`src/rtl/bru_pkg.sv`:
```
package bru_pkg;
  typedef enum logic [1:0] {
    OP_FLAG = 2'b00,
    OP_EXT  = 2'b01,
    OP_LOOP = 2'b10,
    OP_RSVD = 2'b11
  } bru_op_e;
endpackage

```
`src/rtl/bru_target_calc.sv`:
```
module bru_target_calc #(
  parameter int PC_W   = 22,
  parameter int DISP_W = 10
) (
  input  logic [PC_W-1:0]   pc_i,
  input  logic [DISP_W-1:0] disp_i,
  output logic [PC_W-1:0]   target_o,
  output logic [PC_W-1:0]   seq_o
);
  localparam int EXT_W = PC_W - DISP_W;
  logic [PC_W-1:0] disp_sx;

  assign disp_sx  = {{EXT_W{disp_i[DISP_W-1]}}, disp_i};
  assign target_o = pc_i + PC_W'(2) + disp_sx;
  assign seq_o    = pc_i + PC_W'(1);
endmodule

```
`src/rtl/bru_cond_eval.sv`:
```
module bru_cond_eval
  import bru_pkg::*;
#(
  parameter int NUM_EXT   = 4,
  parameter int EXT_SEL_W = $clog2(NUM_EXT)
) (
  input  bru_op_e              op_i,
  input  logic [1:0]           br_type_i,
  input  logic                 t_flag_i,
  input  logic [NUM_EXT-1:0]   ext_cond_i,
  input  logic [EXT_SEL_W-1:0] ext_sel_i,
  output logic                 cond_o
);
  logic flag_cond;
  logic ext_cond;

  always_comb begin
    unique case (br_type_i)
      2'b01:   flag_cond = 1'b1;
      2'b10:   flag_cond = ~t_flag_i;
      2'b11:   flag_cond = t_flag_i;
      default: flag_cond = 1'b0;
    endcase
  end

  assign ext_cond = ext_cond_i[ext_sel_i];

  always_comb begin
    unique case (op_i)
      OP_FLAG: cond_o = flag_cond;
      OP_EXT:  cond_o = ext_cond;
      default: cond_o = 1'b0;
    endcase
  end
endmodule

```
`src/rtl/bru_loop_ctrl.sv`:
```
module bru_loop_ctrl #(
  parameter int CNT_W = 16
) (
  input  logic             sel_i,
  input  logic [CNT_W-1:0] r6_i,
  input  logic [CNT_W-1:0] r7_i,
  input  logic             z0_i,
  input  logic             z1_i,
  output logic             take_o,
  output logic [CNT_W-1:0] dec_o,
  output logic             z0_o,
  output logic             z1_o
);
  logic [CNT_W-1:0] cnt_sel;
  logic             dec_zero;

  assign cnt_sel  = sel_i ? r7_i : r6_i;
  // decision uses the flag as it stood before this decrement
  assign take_o   = sel_i ? z1_i : z0_i;
  assign dec_o    = cnt_sel - CNT_W'(1);
  assign dec_zero = (dec_o == '0);
  assign z0_o     = sel_i ? z0_i : dec_zero;
  assign z1_o     = sel_i ? dec_zero : z1_i;
endmodule

```
`src/rtl/branch_resolve_unit.sv`:
```
module branch_resolve_unit
  import bru_pkg::*;
#(
  parameter int PC_W      = 22,
  parameter int DISP_W    = 10,
  parameter int CNT_W     = 16,
  parameter int NUM_EXT   = 4,
  parameter int EXT_SEL_W = $clog2(NUM_EXT)
) (
  input  logic                 clk_i,
  input  logic                 rst_ni,
  input  logic                 valid_i,
  input  logic [1:0]           op_i,
  input  logic [1:0]           br_type_i,
  input  logic                 dslot_i,
  input  logic [DISP_W-1:0]    disp_i,
  input  logic [PC_W-1:0]      pc_i,
  input  logic                 t_flag_i,
  input  logic [NUM_EXT-1:0]   ext_cond_i,
  input  logic [EXT_SEL_W-1:0] ext_sel_i,
  input  logic                 cnt_sel_i,
  input  logic [CNT_W-1:0]     r6_i,
  input  logic [CNT_W-1:0]     r7_i,
  input  logic                 z0_i,
  input  logic                 z1_i,
  output logic [PC_W-1:0]      next_pc_o,
  output logic                 taken_o,
  output logic                 flush_o,
  output logic                 cnt_we_o,
  output logic                 cnt_sel_o,
  output logic [CNT_W-1:0]     cnt_wdata_o,
  output logic                 z0_o,
  output logic                 z1_o
);
  bru_op_e          op;
  logic [PC_W-1:0]  target, seq_pc;
  logic             br_cond;
  logic             loop_take;
  logic [CNT_W-1:0] loop_dec;
  logic             loop_z0, loop_z1;
  logic             is_loop, take_d, flush_d;

  assign op = bru_op_e'(op_i);

  bru_target_calc #(.PC_W(PC_W), .DISP_W(DISP_W)) u_target (
    .pc_i     (pc_i),
    .disp_i   (disp_i),
    .target_o (target),
    .seq_o    (seq_pc)
  );

  bru_cond_eval #(.NUM_EXT(NUM_EXT), .EXT_SEL_W(EXT_SEL_W)) u_cond (
    .op_i       (op),
    .br_type_i  (br_type_i),
    .t_flag_i   (t_flag_i),
    .ext_cond_i (ext_cond_i),
    .ext_sel_i  (ext_sel_i),
    .cond_o     (br_cond)
  );

  bru_loop_ctrl #(.CNT_W(CNT_W)) u_loop (
    .sel_i  (cnt_sel_i),
    .r6_i   (r6_i),
    .r7_i   (r7_i),
    .z0_i   (z0_i),
    .z1_i   (z1_i),
    .take_o (loop_take),
    .dec_o  (loop_dec),
    .z0_o   (loop_z0),
    .z1_o   (loop_z1)
  );

  assign is_loop = valid_i && (op == OP_LOOP);
  assign take_d  = valid_i && (is_loop ? loop_take : br_cond);
  // loop op always runs its successor; branches honour the delay-slot bit
  assign flush_d = take_d && !is_loop && !dslot_i;

  always_ff @(posedge clk_i or negedge rst_ni) begin
    if (!rst_ni) begin
      next_pc_o   <= '0;
      taken_o     <= 1'b0;
      flush_o     <= 1'b0;
      cnt_we_o    <= 1'b0;
      cnt_sel_o   <= 1'b0;
      cnt_wdata_o <= '0;
      z0_o        <= 1'b0;
      z1_o        <= 1'b0;
    end else begin
      next_pc_o   <= take_d ? target : seq_pc;
      taken_o     <= take_d;
      flush_o     <= flush_d;
      cnt_we_o    <= is_loop;
      cnt_sel_o   <= is_loop && cnt_sel_i;
      cnt_wdata_o <= is_loop ? loop_dec : '0;
      z0_o        <= is_loop ? loop_z0 : z0_i;
      z1_o        <= is_loop ? loop_z1 : z1_i;
    end
  end

  a_r4_flush_implies_taken: assert property (@(posedge clk_i) disable iff (!rst_ni)
    flush_o |-> taken_o);

  a_r4_dslot_keeps_next: assert property (@(posedge clk_i) disable iff (!rst_ni)
    (valid_i && dslot_i) |=> !flush_o);

  a_r8_loop_no_flush: assert property (@(posedge clk_i) disable iff (!rst_ni)
    (valid_i && op_i == 2'b10) |=> (!flush_o && cnt_we_o));

  a_r6_loop_stale_flag: assert property (@(posedge clk_i) disable iff (!rst_ni)
    (valid_i && op_i == 2'b10) |=> (taken_o == ($past(cnt_sel_i) ? $past(z1_i) : $past(z0_i))));

  a_r9_idle_quiet: assert property (@(posedge clk_i) disable iff (!rst_ni)
    !valid_i |=> (!taken_o && !flush_o && !cnt_we_o && z0_o == $past(z0_i) && z1_o == $past(z1_i)));

  a_r3_seq_pc: assert property (@(posedge clk_i) disable iff (!rst_ni)
    (valid_i || !valid_i) |=> (taken_o || next_pc_o == ($past(pc_i) + PC_W'(1))));

  a_r7_other_flag_kept: assert property (@(posedge clk_i) disable iff (!rst_ni)
    (valid_i && op_i == 2'b10 && !cnt_sel_i) |=> (z1_o == $past(z1_i)));
endmodule

```
`config.mk`:
```
export PLATFORM = sky130hd
export DESIGN_NAME = branch_resolve_unit
export DESIGN_NICKNAME = d
export VERILOG_FILES = /design/src/rtl/bru_pkg.sv /design/src/rtl/bru_target_calc.sv /design/src/rtl/bru_cond_eval.sv /design/src/rtl/bru_loop_ctrl.sv /design/src/rtl/branch_resolve_unit.sv
export SDC_FILE = /design/constraint.sdc
export NUM_CORES = 1
export LEC_CHECK = 0
export ABC_AREA = 1
export ABC_CLOCK_PERIOD_IN_PS = 800
export BUFFER_PORTS_ARGS = -buffer_cell sky130_fd_sc_hd__buf_2
export CORE_UTILIZATION = 57
export DETAILED_ROUTE_END_ITERATION = 10
export GPL_ROUTABILITY_DRIVEN = 0
export GPL_TIMING_DRIVEN = 0
export PLACE_DENSITY = 0.95
export SLEW_MARGIN = 30
export SYNTH_ARGS = -nofsm -noshare
export SYNTH_HDL_FRONTEND = slang
export SYNTH_SLANG_ARGS = --single-unit
```
`constraint.sdc`:
```
create_clock -name clk_i -period 0.8 [get_ports clk_i]
set_input_delay 0.04 -clock clk_i [delete_from_list [all_inputs] [get_ports clk_i]]
set_output_delay 0.04 -clock clk_i [all_outputs]
set_load 0.005 [all_outputs]
```
==> impl_metrics.yaml, run 1 <==
place:
  dp_cells: 815
  detailed_place_hpwl_um: 10200
  port_buffers: 125
synthesis:
  synth_top_area_cell: "sky130_fd_sc_hd__dfrtp_1"
  syn_avg_cell_area_um2: 6.95
  synth_simple_gate_area_share_pct: 32.7
  ys_top_cells_by_area: "sky130_fd_sc_hd__dfrtp_1 27%, sky130_fd_sc_hd__nand2_1 16%, sky130_fd_sc_hd__ha_1 13%"
  yosys.area_share.xor_xnor_pct: 7.42
  asyncSetResetFlopFracSynth_pct: 100
  syn-cell-area_um2: 4130
  syn-instance-count: 594
  synth_seq_cells: 44
  complex_gate_fraction_of_the_synthesized_area_pct: 10.8
  post_synth_num_cell_types: 37
  yosys.area.top_type_share_pct: 26.7
  synthesized_nets: 721
  yosys_warnings: 0
  share_of_synthesized_area_occupied_by_flip_flops_and_latches_pct: 26.7
  yosys_most_used_dff: "sky130_fd_sc_hd__dfrtp_1"
  adder_cell_share_of_the_synthesized_area_pct: 13.8
  synth_top_family_by_area: "simple AND/OR/NAND/NOR gates"
  synth_mux_area_share_pct: 0.242
  synth-edff-count: 0
status:
  failing_step: "global routing"
  status: "stopped before the end"
  error_line: "[ERROR GRT-0116] Global routing finished with congestion. Check the congestion regions in the DRC Viewer."
global_routing:
  grtUsageTotal_pct: 74.2
  maximum_number_of_pins_on_one_net_before_global_route_repair: 45
  first_global_vias: 7020
  grt_pass1_wl_um: 40600
  grt_ovf: 3
floorplan:
  core.rowCount: 30
  die_w_um: 87.1
  die-height_um: 87.1
  floorplan.initialDensity_pct: 59.8
  num_io_pins: 126
clocking:
  max-clock-path-buffers: 2
  cts-htree-levels: 2
  clock_sink_count: 44
  clock_tree.root_cell: "sky130_fd_sc_hd__clkbuf_8"
  tritoncts.num_buffers: 5
==> synthesized netlist by cell type (9+ instances only) <==
| library cell | number |
|---|---|
| sky130_fd_sc_hd__nor3_1 | 9 |
| sky130_fd_sc_hd__inv_1 | 69 |
| sky130_fd_sc_hd__xnor2_1 | 16 |
| sky130_fd_sc_hd__ha_1 | 44 |
| sky130_fd_sc_hd__xor2_1 | 19 |
| sky130_fd_sc_hd__nand2_1 | 173 |
| sky130_fd_sc_hd__nand2_2 | 12 |
| sky130_fd_sc_hd__a21oi_1 | 28 |
| sky130_fd_sc_hd__o21ai_0 | 26 |
| sky130_fd_sc_hd__nor2_1 | 51 |
| sky130_fd_sc_hd__dfrtp_1 | 44 |
| sky130_fd_sc_hd__nand3_1 | 38 |
==> stage by stage <==
stage	worst slack, ns	utilization [%]	area, um2	hold WS [ns]	TNS, ns
floorplan	-0.963	-	4810	-0.256	-18.09
CTS	-0.934	95.9	6630	-0.0931	-20.12
global placement	-1.42	80.5	5560	0.209	-34.97
detailed placement	-1.55	80.5	5560	0.213	-38.61
==> kinds of logic after synthesis <==
family                   after synthesis
adder cells (fa/ha/maj)               45
AND/OR/NAND/NOR                      308
buffers and inverters                 83
XOR/XNOR                              35
AO/OA/AOI/OAI                         78
flip-flops                            44
multiplexers                           1
==> routing by layer <==
metal	GRT usage, %	overflow
met5	30.8	0
met2	92.2	0
met3	61.2	0
met1	72.5	0
met4	70.9	3
==> what timing repair did <==
item / CTS
resized for setup: 138
hold buffers: 2
buffers inserted: 47
cloned: 6
pin swaps: 62
setup endpoints to repair: 83
hold endpoints to repair: 46
==> run 2: changes to the inputs <==
--- a/config.mk
+++ b/config.mk
@@ -8,11 +8,11 @@
 export ABC_AREA = 1
 export ABC_CLOCK_PERIOD_IN_PS = 800
 export BUFFER_PORTS_ARGS = -buffer_cell sky130_fd_sc_hd__buf_2
-export CORE_UTILIZATION = 57
+export CORE_UTILIZATION = 40
 export DETAILED_ROUTE_END_ITERATION = 10
 export GPL_ROUTABILITY_DRIVEN = 0
 export GPL_TIMING_DRIVEN = 0
-export PLACE_DENSITY = 0.95
+export PLACE_DENSITY_LB_ADDON = 0.15
 export SLEW_MARGIN = 30
 export SYNTH_ARGS = -nofsm -noshare
 export SYNTH_HDL_FRONTEND = slang
==> run 2 against run 1 <==
Against the previous run: synthesized area did not move; synthesized cell count unchanged; the flow now finishes, with violations (negative setup slack).
==> impl_metrics.yaml, run 2 <==
clocking:
  cts_tree: "built"
  tritoncts.num_buffers: 5
  cts-htree-levels: 2
  clock_tree.root_cell: "sky130_fd_sc_hd__clkbuf_8"
  clock_input_transition_at_the_sequential_cells_of_the_worst_setup_and_hold_paths_ns: 0.09
  clock_sink_count: 44
  max-clock-path-buffers: 2
synthesis:
  syn_avg_cell_area_um2: 6.95
  syn-instance-count: 594
  synth_seq_cells: 44
  asyncSetResetFlopFracSynth_pct: 100
  synth_top_area_cell: "sky130_fd_sc_hd__dfrtp_1"
  syn-cell-area_um2: 4130
  ys_top_cells_by_area: "sky130_fd_sc_hd__dfrtp_1 27%, sky130_fd_sc_hd__nand2_1 16%, sky130_fd_sc_hd__ha_1 13%"
  yosys.area.top_type_share_pct: 26.7
  synthesized_nets: 721
  yosys_most_used_dff: "sky130_fd_sc_hd__dfrtp_1"
  synth-edff-count: 0
  yosys_warnings: 0
  yosysMostFrequentCell: "sky130_fd_sc_hd__nand2_1"
  share_of_synthesized_area_occupied_by_flip_flops_and_latches_pct: 26.7
  post_synth_num_cell_types: 37
  yosys-top-cells-count: "173 x sky130_fd_sc_hd__nand2_1, 69 x sky130_fd_sc_hd__inv_1, 51 x sky130_fd_sc_hd__nor2_1, 44 x sky130_fd_sc_hd__dfrtp_1, 44 x sky130_fd_sc_hd__ha_1"
timing:
  max_freq_mhz: 579
  timing.final.crit_period_ns: 1.73
  tns_ns: -19.38
  timing.hold.ws_ns: 0.00305
  fin_ws_ns: -0.928
  final_max_slew_viol_count: 0
  timing.final.setup_violations: 83
  rsz0062_at_grt: "yes"
  fin_crit_share_pct: 216
  finalHoldViolations: 0
  max_slew.worst_pin.slew_ns: 0.566
  timing.slew.headroom_pct: 62.3
global_routing:
  maximum_number_of_pins_on_one_net_before_global_route_repair: 45
  grt_ovf: 0
  grtUsageTotal_pct: 25.2
  antenna_found_initial: 0
  grt_pass1_wl_um: 22100
  first_global_vias: 4781
setup_path:
  timing.critical_path.to_type: "flop"
  path_delay_family: "compound AO/OA/AOI/OAI gates"
  critical_path_arrival_ns: 1.91
  worst_path_largest_cell_delay_ns: 0.28
  standard_cell_with_the_maximum_stage_delay_on_the_critical_path: "sky130_fd_sc_hd__ha_4"
  cp_num_cells: 12
  critical_path.n_buffers_inverters: 2
  timing.critical_path.mode_cell: "sky130_fd_sc_hd__ha_4"
  crit_end: "next_pc_o[21]"
  crit_path_cells: "buf_2 -> ha_4 -> ha_4 -> a21o_1 -> a21oi_1 -> nand2_4 -> a21oi_4 -> inv_2 -> nand2_2 -> nand4_1 -> nand3_1 -> o21ai_1"
  critical_path_source_type: "input port"
  worstSetupStartpoint: "pc_i[6]"
  worst-endpoint-required_ns: 0.98
  critPathMaxFanout: 5
  critical_path_class: "in -> reg"
layout:
  layout-drive-gt1-share_pct: 51.7
  postLayoutCellArea_um2: 7080
  max_flop_register: "next_pc_o"
  leading_cell_types_in_the_layout_fill_and_taps_excluded: "119 x sky130_fd_sc_hd__nand2_1, 113 x sky130_fd_sc_hd__buf_2, 56 x sky130_fd_sc_hd__inv_1, 44 x sky130_fd_sc_hd__dfrtp_1, 41 x sky130_fd_sc_hd__nand2_2"
  areaGrowthSynthToFinish_pct: 71.4
  largest_register_ff_count: 22
  fillers: 774
  mostFrequentLayoutCell: "sky130_fd_sc_hd__nand2_1"
  insertedDiodeCount: 0
  biggestRegsByFlops: "next_pc_o: 22 flops, cnt_wdata_o: 16 flops"
  layout.nets: 911
floorplan:
  die-height_um: 104
  design.die.area_um2: 10700
  num_io_pins: 126
  core.rowCount: 36
  die_w_um: 104
  design.core.area_um2: 9910
  floorplan.initialDensity_pct: 41.7
place:
  placement.cell_area_um2: 5600
  detailed_place_hpwl_um: 9640
  port_buffers: 125
route:
  antenna_left: 0
  dr.first_iter.drc_count: 150
  detail_route.wirelength_um: 14200
  drc_errors: 0
  post_drt_via_cell_ratio: 5.13
  dr_total_vias: 4710
  detail_route.first_pass.iterations: 4
  routed_wire_length_per_instance_um: 15.5
status:
  violations_in_the_final_reports: "negative setup slack"
  status: "finished, violations left"
hold_path:
  worstHoldPathType: "in -> reg"
run:
  drv.max_cap_violation_count: 0
pwr:
  powerDensity_nw_per_um2: 1190
  power.leakage_nw: 3.41
  irDropWorstVdd_mv: 0.758
-- run 2: cell counts after synthesis --
No cell type changed its count.
-- run 2: worst min-delay path: stages --
cell	delay, ns
sky130_fd_sc_hd__buf_2	0.09
sky130_fd_sc_hd__nor2_1	0.05
sky130_fd_sc_hd__a21oi_2	0.09
-- run 2: cell families after synthesis --
| kind of cell | Yosys count | synth area share (%) |
|---|---|---|
| simple gates | 308 | 32.7 |
| buf+inv | 83 | 8.33 |
| compound gates | 78 | 10.8 |
| fa+ha+maj | 45 | 13.8 |
| flops | 44 | 26.7 |
| xor+xnor | 35 | 7.42 |
| mux | 1 | 0.242 |
-- run 2: report_power, final --
part           switching (mW)  internal [mW]
Clock                   0.786          0.703
Combinational            2.34           2.13
Sequential             0.0557           2.40
-- run 2: final cells by class --
cell class                      count  area, um2  share of cell area [%]
Buffer                              9        128                    1.80
Clock buffer                        7       86.3                    1.22
Clock inverter                      1       7.51                   0.106
Inverter                           72        305                    4.31
Multi-Input combinational cell    467       3940                    55.7
Sequential cell                    44       1100                    15.6
Tap cell                          133        166                    2.35
Timing Repair Buffer              185       1340                    18.9
-- run 2: routing by layer --
layer	up-vias	share of wire [%]	track usage [%]
met5	-	0	0
met4	0	2.3	6.21
met3	30	4.5	3.65
met2	164	50	44.0
met1	2219	43	32.6
li1	2297	-	-
-- run 2: metrics by stage --
| step | power [mW] | setup slack, ns | utilization, % | cells |
|---|---|---|---|---|
| after floorplan | 4.65 | -0.963 | - | 594 |
| after global placement | 5.60 | -1.47 | 56.5 | 852 |
| after detailed placement | 5.65 | -1.49 | 56.5 | 852 |
| after CTS | 8.05 | -0.890 | 68.9 | 914 |
| after global routing | 8.88 | -0.989 | 71.4 | 918 |
| final | 8.41 | -0.928 | 71.4 | 918 |
-- run 2: how the worst min path moves through the flow --
stage          startpoint              to  slack (ns)  cells past startpoint
3_5_place_dp      dslot_i         flush_o        0.21                      2
6_report             z0_i            z0_o       0.003                      3
4_1_cts            rst_ni  cnt_wdata_o[4]       -0.05                      1
2_1_floorplan      rst_ni       cnt_sel_o       -0.26                      0
3_3_place_gp      dslot_i         flush_o        0.21                      2
5_1_grt              z0_i            z0_o        0.01                      3
-- run 2: repair_timing --
action                                 4_1_cts  5_1_grt
gates cloned                                 5        2
pin swaps                                   91       66
gates resized for setup                    156       74
buffers inserted                            52       14
setup endpoints to repair                   83       83
endpoints found under the hold margin       46       44
hold buffers                                 2        1
(Power assumes the default switching activity.)
==> run 3: changes to the inputs <==
--- a/config.mk
+++ b/config.mk
@@ -16,4 +16,5 @@
 export SLEW_MARGIN = 30
 export SYNTH_ARGS = -nofsm -noshare
 export SYNTH_HDL_FRONTEND = slang
+export SYNTH_HIERARCHICAL = 1
 export SYNTH_SLANG_ARGS = --single-unit
==> run 3 against run 2 <==
Against the previous run: combinational power increased by 10%; global-route usage decreased by 1.2 points; the flow still finishes with violations (negative setup slack); cell count rose by 20%; critical path depth is 3 higher; final area is 11% higher; die area grew 19%; total power grew 11%; sequential share of layout area down 1.5 points.
==> impl_metrics.yaml, run 3 <==
status:
  status: "finished, violations left"
  violations_in_the_final_reports: "negative setup slack"
synthesis:
  yosys-top-cells-count: "278 x sky130_fd_sc_hd__nand2_1, 116 x sky130_fd_sc_hd__inv_1, 63 x sky130_fd_sc_hd__nand3_1, 60 x sky130_fd_sc_hd__nor2_1"
  synthesized_nets: 898
  synth_seq_cells: 44
  yosysMostFrequentCell: "sky130_fd_sc_hd__nand2_1"
  asyncSetResetFlopFracSynth_pct: 100
  share_of_synthesized_area_occupied_by_flip_flops_and_latches_pct: 22.4
  yosys_warnings: 6
  synth-edff-count: 0
  yosys_most_used_dff: "sky130_fd_sc_hd__dfrtp_1"
  complex_gate_fraction_of_the_synthesized_area_pct: 3.20
  yosys.area_share.xor_xnor_pct: 5.52
  syn-cell-area_um2: 4920
  syn_avg_cell_area_um2: 6.38
  synth_top_area_cell: "sky130_fd_sc_hd__dfrtp_1"
  synth_top_family_by_area: "simple AND/OR/NAND/NOR gates"
  synth_mux_area_share_pct: 0
  syn-instance-count: 771
  post_synth_num_cell_types: 31
  synth_simple_gate_area_share_pct: 46.0
  ys_top_cells_by_area: "sky130_fd_sc_hd__dfrtp_1 22%, sky130_fd_sc_hd__nand2_1 21%, sky130_fd_sc_hd__ha_1 11%"
  adder_cell_share_of_the_synthesized_area_pct: 11.6
  yosys.area.top_type_share_pct: 22.4
timing:
  rsz0062_at_grt: "yes"
  fin_crit_share_pct: 196
  tns_ns: -17.14
  final_max_slew_viol_count: 0
  finalHoldViolations: 0
  timing.final.crit_period_ns: 1.57
  fin_ws_ns: -0.770
  max_freq_mhz: 637
  max_slew.worst_pin.slew_ns: 0.543
  timing.final.setup_violations: 69
  timing.slew.headroom_pct: 63.8
layout:
  biggestRegsByFlops: "next_pc_o: 22 flops, cnt_wdata_o: 16 flops"
  leading_cell_types_in_the_layout_fill_and_taps_excluded: "200 x sky130_fd_sc_hd__nand2_1, 115 x sky130_fd_sc_hd__buf_2, 90 x sky130_fd_sc_hd__inv_1, 66 x sky130_fd_sc_hd__nand2_2, 46 x sky130_fd_sc_hd__nand3_1"
  largest_register_ff_count: 22
  layout.nets: 1082
  max_flop_register: "next_pc_o"
  final_cells: 1102
  layout-drive-gt1-share_pct: 47.5
  areaGrowthSynthToFinish_pct: 59.4
  mostFrequentLayoutCell: "sky130_fd_sc_hd__nand2_1"
  insertedDiodeCount: 0
  postLayoutCoreUtil_pct: 65.3
floorplan:
  die_w_um: 113
  design.core.area_um2: 12000
  design.die.area_um2: 12700
  num_io_pins: 126
  core.rowCount: 40
  die-height_um: 113
  floorplan.initialDensity_pct: 41.0
route:
  antenna_left: 0
  detail_route.first_pass.iterations: 5
  post_drt_via_cell_ratio: 4.82
  detail_route.wirelength_um: 15400
  routed_wire_length_per_instance_um: 13.9
  dr.first_iter.drc_count: 264
  drc_errors: 0
  dr_total_vias: 5317
clocking:
  cts_tree: "built"
  clock_sink_count: 44
  clock_input_transition_at_the_sequential_cells_of_the_worst_setup_and_hold_paths_ns: 0.06
  clock_tree.root_cell: "sky130_fd_sc_hd__clkbuf_16"
  cts-htree-levels: 2
  tritoncts.num_buffers: 5
  max-clock-path-buffers: 2
pwr:
  power.leakage_nw: 4.11
  power_switching_share_pct: 38.0
  powerDensity_nw_per_um2: 1190
  power.sequential.fraction_pct: 26.4
  pwr-share-comb_pct: 52.8
  clock_power_share_pct: 20.8
  irDropWorstVdd_mv: 0.894
  internal_power_mw: 5.80
  p_sw_mw: 3.55
setup_path:
  standard_cell_with_the_maximum_stage_delay_on_the_critical_path: "sky130_fd_sc_hd__fa_2"
  critical_path_source_type: "input port"
  crit_path_cells: "buf_8 -> inv_8 -> ha_4 -> inv_2 -> ha_4 -> fa_2 -> nand3_4 -> nand3_4 -> nand2_4 -> nand2_4 -> nand2_2 -> nand2_2 -> xor2_1 -> nand3_1 -> nand2_1"
  timing.critical_path.to_type: "flop"
  critical_path_class: "in -> reg"
  critical_path_arrival_ns: 1.74
  worst-endpoint-required_ns: 0.97
  worst_path_largest_cell_delay_ns: 0.39
  critPathMaxFanout: 4
global_routing:
  first_global_vias: 5015
  grt_ovf: 0
  grt_pass1_wl_um: 24300
  antenna_found_initial: 0
  maximum_number_of_pins_on_one_net_before_global_route_repair: 45
  grtUsageTotal_pct: 24.1
place:
  detailed_place_hpwl_um: 11300
  dp_cells: 1043
  port_buffers: 125
hold_path:
  worstHoldPathType: "in -> reg"
run:
  drv.max_cap_violation_count: 0
-- run 3: per-layer routing --
| layer | up-vias | GRT usage, % | wire (um) |
|---|---|---|---|
| li1 | 2748 | - | - |
| met1 | 2395 | 32.7 | 7040 |
| met2 | 155 | 41.1 | 7300 |
| met3 | 19 | 3.43 | 818 |
| met4 | 0 | 4.12 | 205 |
| met5 | - | 0 | 0 |
-- run 3: power groups by stage --
stage	clock network (mW)	logic, mW	registers, mW
2_1_floorplan	0	2.52	2.53
3_3_place_gp	0	3.67	2.52
3_5_place_dp	0	3.69	2.50
4_1_cts	2.01	4.51	2.47
5_1_grt	2.07	5.40	2.49
6_report	1.94	4.93	2.47
-- run 3: area by class of cell --
cell class,count,area [um2]
multi-input cells,594,4510
fillers,1016,4170
repair buffers,178,1290
flip-flops and latches,44,1100
inverters,120,492
well taps,147,184
plain buffers,12,133
clock buffers,5,125
clock inverters,2,12.5
-- run 3: cell families (layout without fill, tap and decap cells) --
logic type	after synthesis	after routing
compound gates	29	29
flops	44	44
xor+xnor	31	31
buf+inv	133	317
fa+ha+maj	45	45
simple gates	489	489
-- run 3: worst max-delay path: cells and delay by family --
family / cells / cell delay, ns
buffers and inverters: 3 / 0.15
adders and majority gates: 3 / 0.79
and+or+nand+nor: 8 / 0.61
xor gates and xnor gates: 1 / 0.16
-- run 3: worst paths after layout --
| kind | start | to | slack [ns] | depth (start not counted) |
|---|---|---|---|---|
| worst min-delay path | z0_i | z0_o | 0.07 | 5 |
| min in group asynchronous | rst_ni | next_pc_o[17] | 0.30 | 2 |
| max in group asynchronous | rst_ni | next_pc_o[8] | 0.13 | 2 |
| worst max-delay path | disp_i[1] | next_pc_o[13] | -0.77 | 15 |
-- run 3: what timing repair did --
item,4_1_cts,5_1_grt
endpoints found under the setup margin,80,84
pin swaps,107,45
gates cloned,3,0
setup buffers,32,13
endpoints found under the hold margin,49,44
hold buffers,5,1
resized for setup,143,83
-- run 3: per-stage QoR --
step	worst slack (ns)	power (mW)	hold WS [ns]	instance area [um2]
final	-0.770	9.35	0.0743	7840
after global routing	-0.844	9.95	0.0980	7840
after CTS	-0.761	8.99	-0.0674	7460
after detailed placement	-1.43	6.20	0.201	6440
after global placement	-1.43	6.18	0.199	6440
after floorplan	-0.818	5.05	-0.256	5640
==> run 4: changes to the inputs <==
--- a/config.mk
+++ b/config.mk
@@ -8,11 +8,12 @@
 export ABC_AREA = 1
 export ABC_CLOCK_PERIOD_IN_PS = 800
 export BUFFER_PORTS_ARGS = -buffer_cell sky130_fd_sc_hd__buf_2
-export CORE_UTILIZATION = 40
+export CORE_UTILIZATION = 59
 export DETAILED_ROUTE_END_ITERATION = 10
 export GPL_ROUTABILITY_DRIVEN = 0
 export GPL_TIMING_DRIVEN = 0
 export PLACE_DENSITY_LB_ADDON = 0.15
+export REMOVE_ABC_BUFFERS = 1
 export SLEW_MARGIN = 30
 export SYNTH_ARGS = -nofsm -noshare
 export SYNTH_HDL_FRONTEND = slang
==> run 4 against run 3 <==
Against the previous run: the run now fails in global routing; synthesized cell count is the same; synthesized area is the same.
==> impl_metrics.yaml, run 4 <==
status:
  error_line: "[ERROR DPL-0038] Utilization greater than 100%, impossible to legalize"
  failing_step: "global routing"
  status: "stopped before the end"
timing:
  grt-worst-endpoint: "next_pc_o[13]$_DFF_PN0_/D"
  worst_endpoint_kind: "register data pin"
synthesis:
  yosys_warnings: 6
  synth-edff-count: 0
  yosysMostFrequentCell: "sky130_fd_sc_hd__nand2_1"
  synth_top_area_cell: "sky130_fd_sc_hd__dfrtp_1"
  synth_seq_cells: 44
  syn_avg_cell_area_um2: 6.38
  yosys-top-cells-count: "278 x sky130_fd_sc_hd__nand2_1, 116 x sky130_fd_sc_hd__inv_1, 63 x sky130_fd_sc_hd__nand3_1, 60 x sky130_fd_sc_hd__nor2_1"
  ys_top_cells_by_area: "sky130_fd_sc_hd__dfrtp_1 22%, sky130_fd_sc_hd__nand2_1 21%, sky130_fd_sc_hd__ha_1 11%"
  post_synth_num_cell_types: 31
  syn-instance-count: 771
  share_of_synthesized_area_occupied_by_flip_flops_and_latches_pct: 22.4
  asyncSetResetFlopFracSynth_pct: 100
  yosys_most_used_dff: "sky130_fd_sc_hd__dfrtp_1"
  yosys.area.top_type_share_pct: 22.4
  syn-cell-area_um2: 4920
floorplan:
  die_w_um: 93.3
  die-height_um: 93.3
  num_io_pins: 126
  core.rowCount: 32
  floorplan.initialDensity_pct: 62.4
clocking:
  max-clock-path-buffers: 2
  tritoncts.num_buffers: 5
  cts-htree-levels: 2
  clock_sink_count: 44
  clock_tree.root_cell: "sky130_fd_sc_hd__clkbuf_8"
place:
  port_buffers: 125
  detailed_place_hpwl_um: 10300
global_routing:
  maximum_number_of_pins_on_one_net_before_global_route_repair: 45
==> run 4: cell counts after synthesis <==
No cell type changed its count.
==> run 4: metrics by stage <==
stage | util, % | cell area [um2] | worst slack, ns | std cells | TNS (ns)
after detailed placement | 70.6 | 5570 | -1.59 | 985 | -52.55
after global placement | 70.6 | 5570 | -1.50 | 985 | -48.84
after CTS | 92.5 | 7300 | -0.716 | 1043 | -15.66
after floorplan | - | 4820 | -1.04 | 758 | -25.47
==> run 4: cells by family after synthesis <==
kind of cell	synth area share, %
xor+xnor	5.52
fa+ha+maj	11.6
simple gates	46.0
compound gates	3.20
flops	22.4
buf+inv	11.3
==> run 4: timing repair <==
action | in CTS
hold buffers | 2
pin swaps | 121
endpoints found under the setup margin | 86
gates resized for setup | 236
setup buffers | 41
endpoints found under the hold margin | 46
cloned | 8
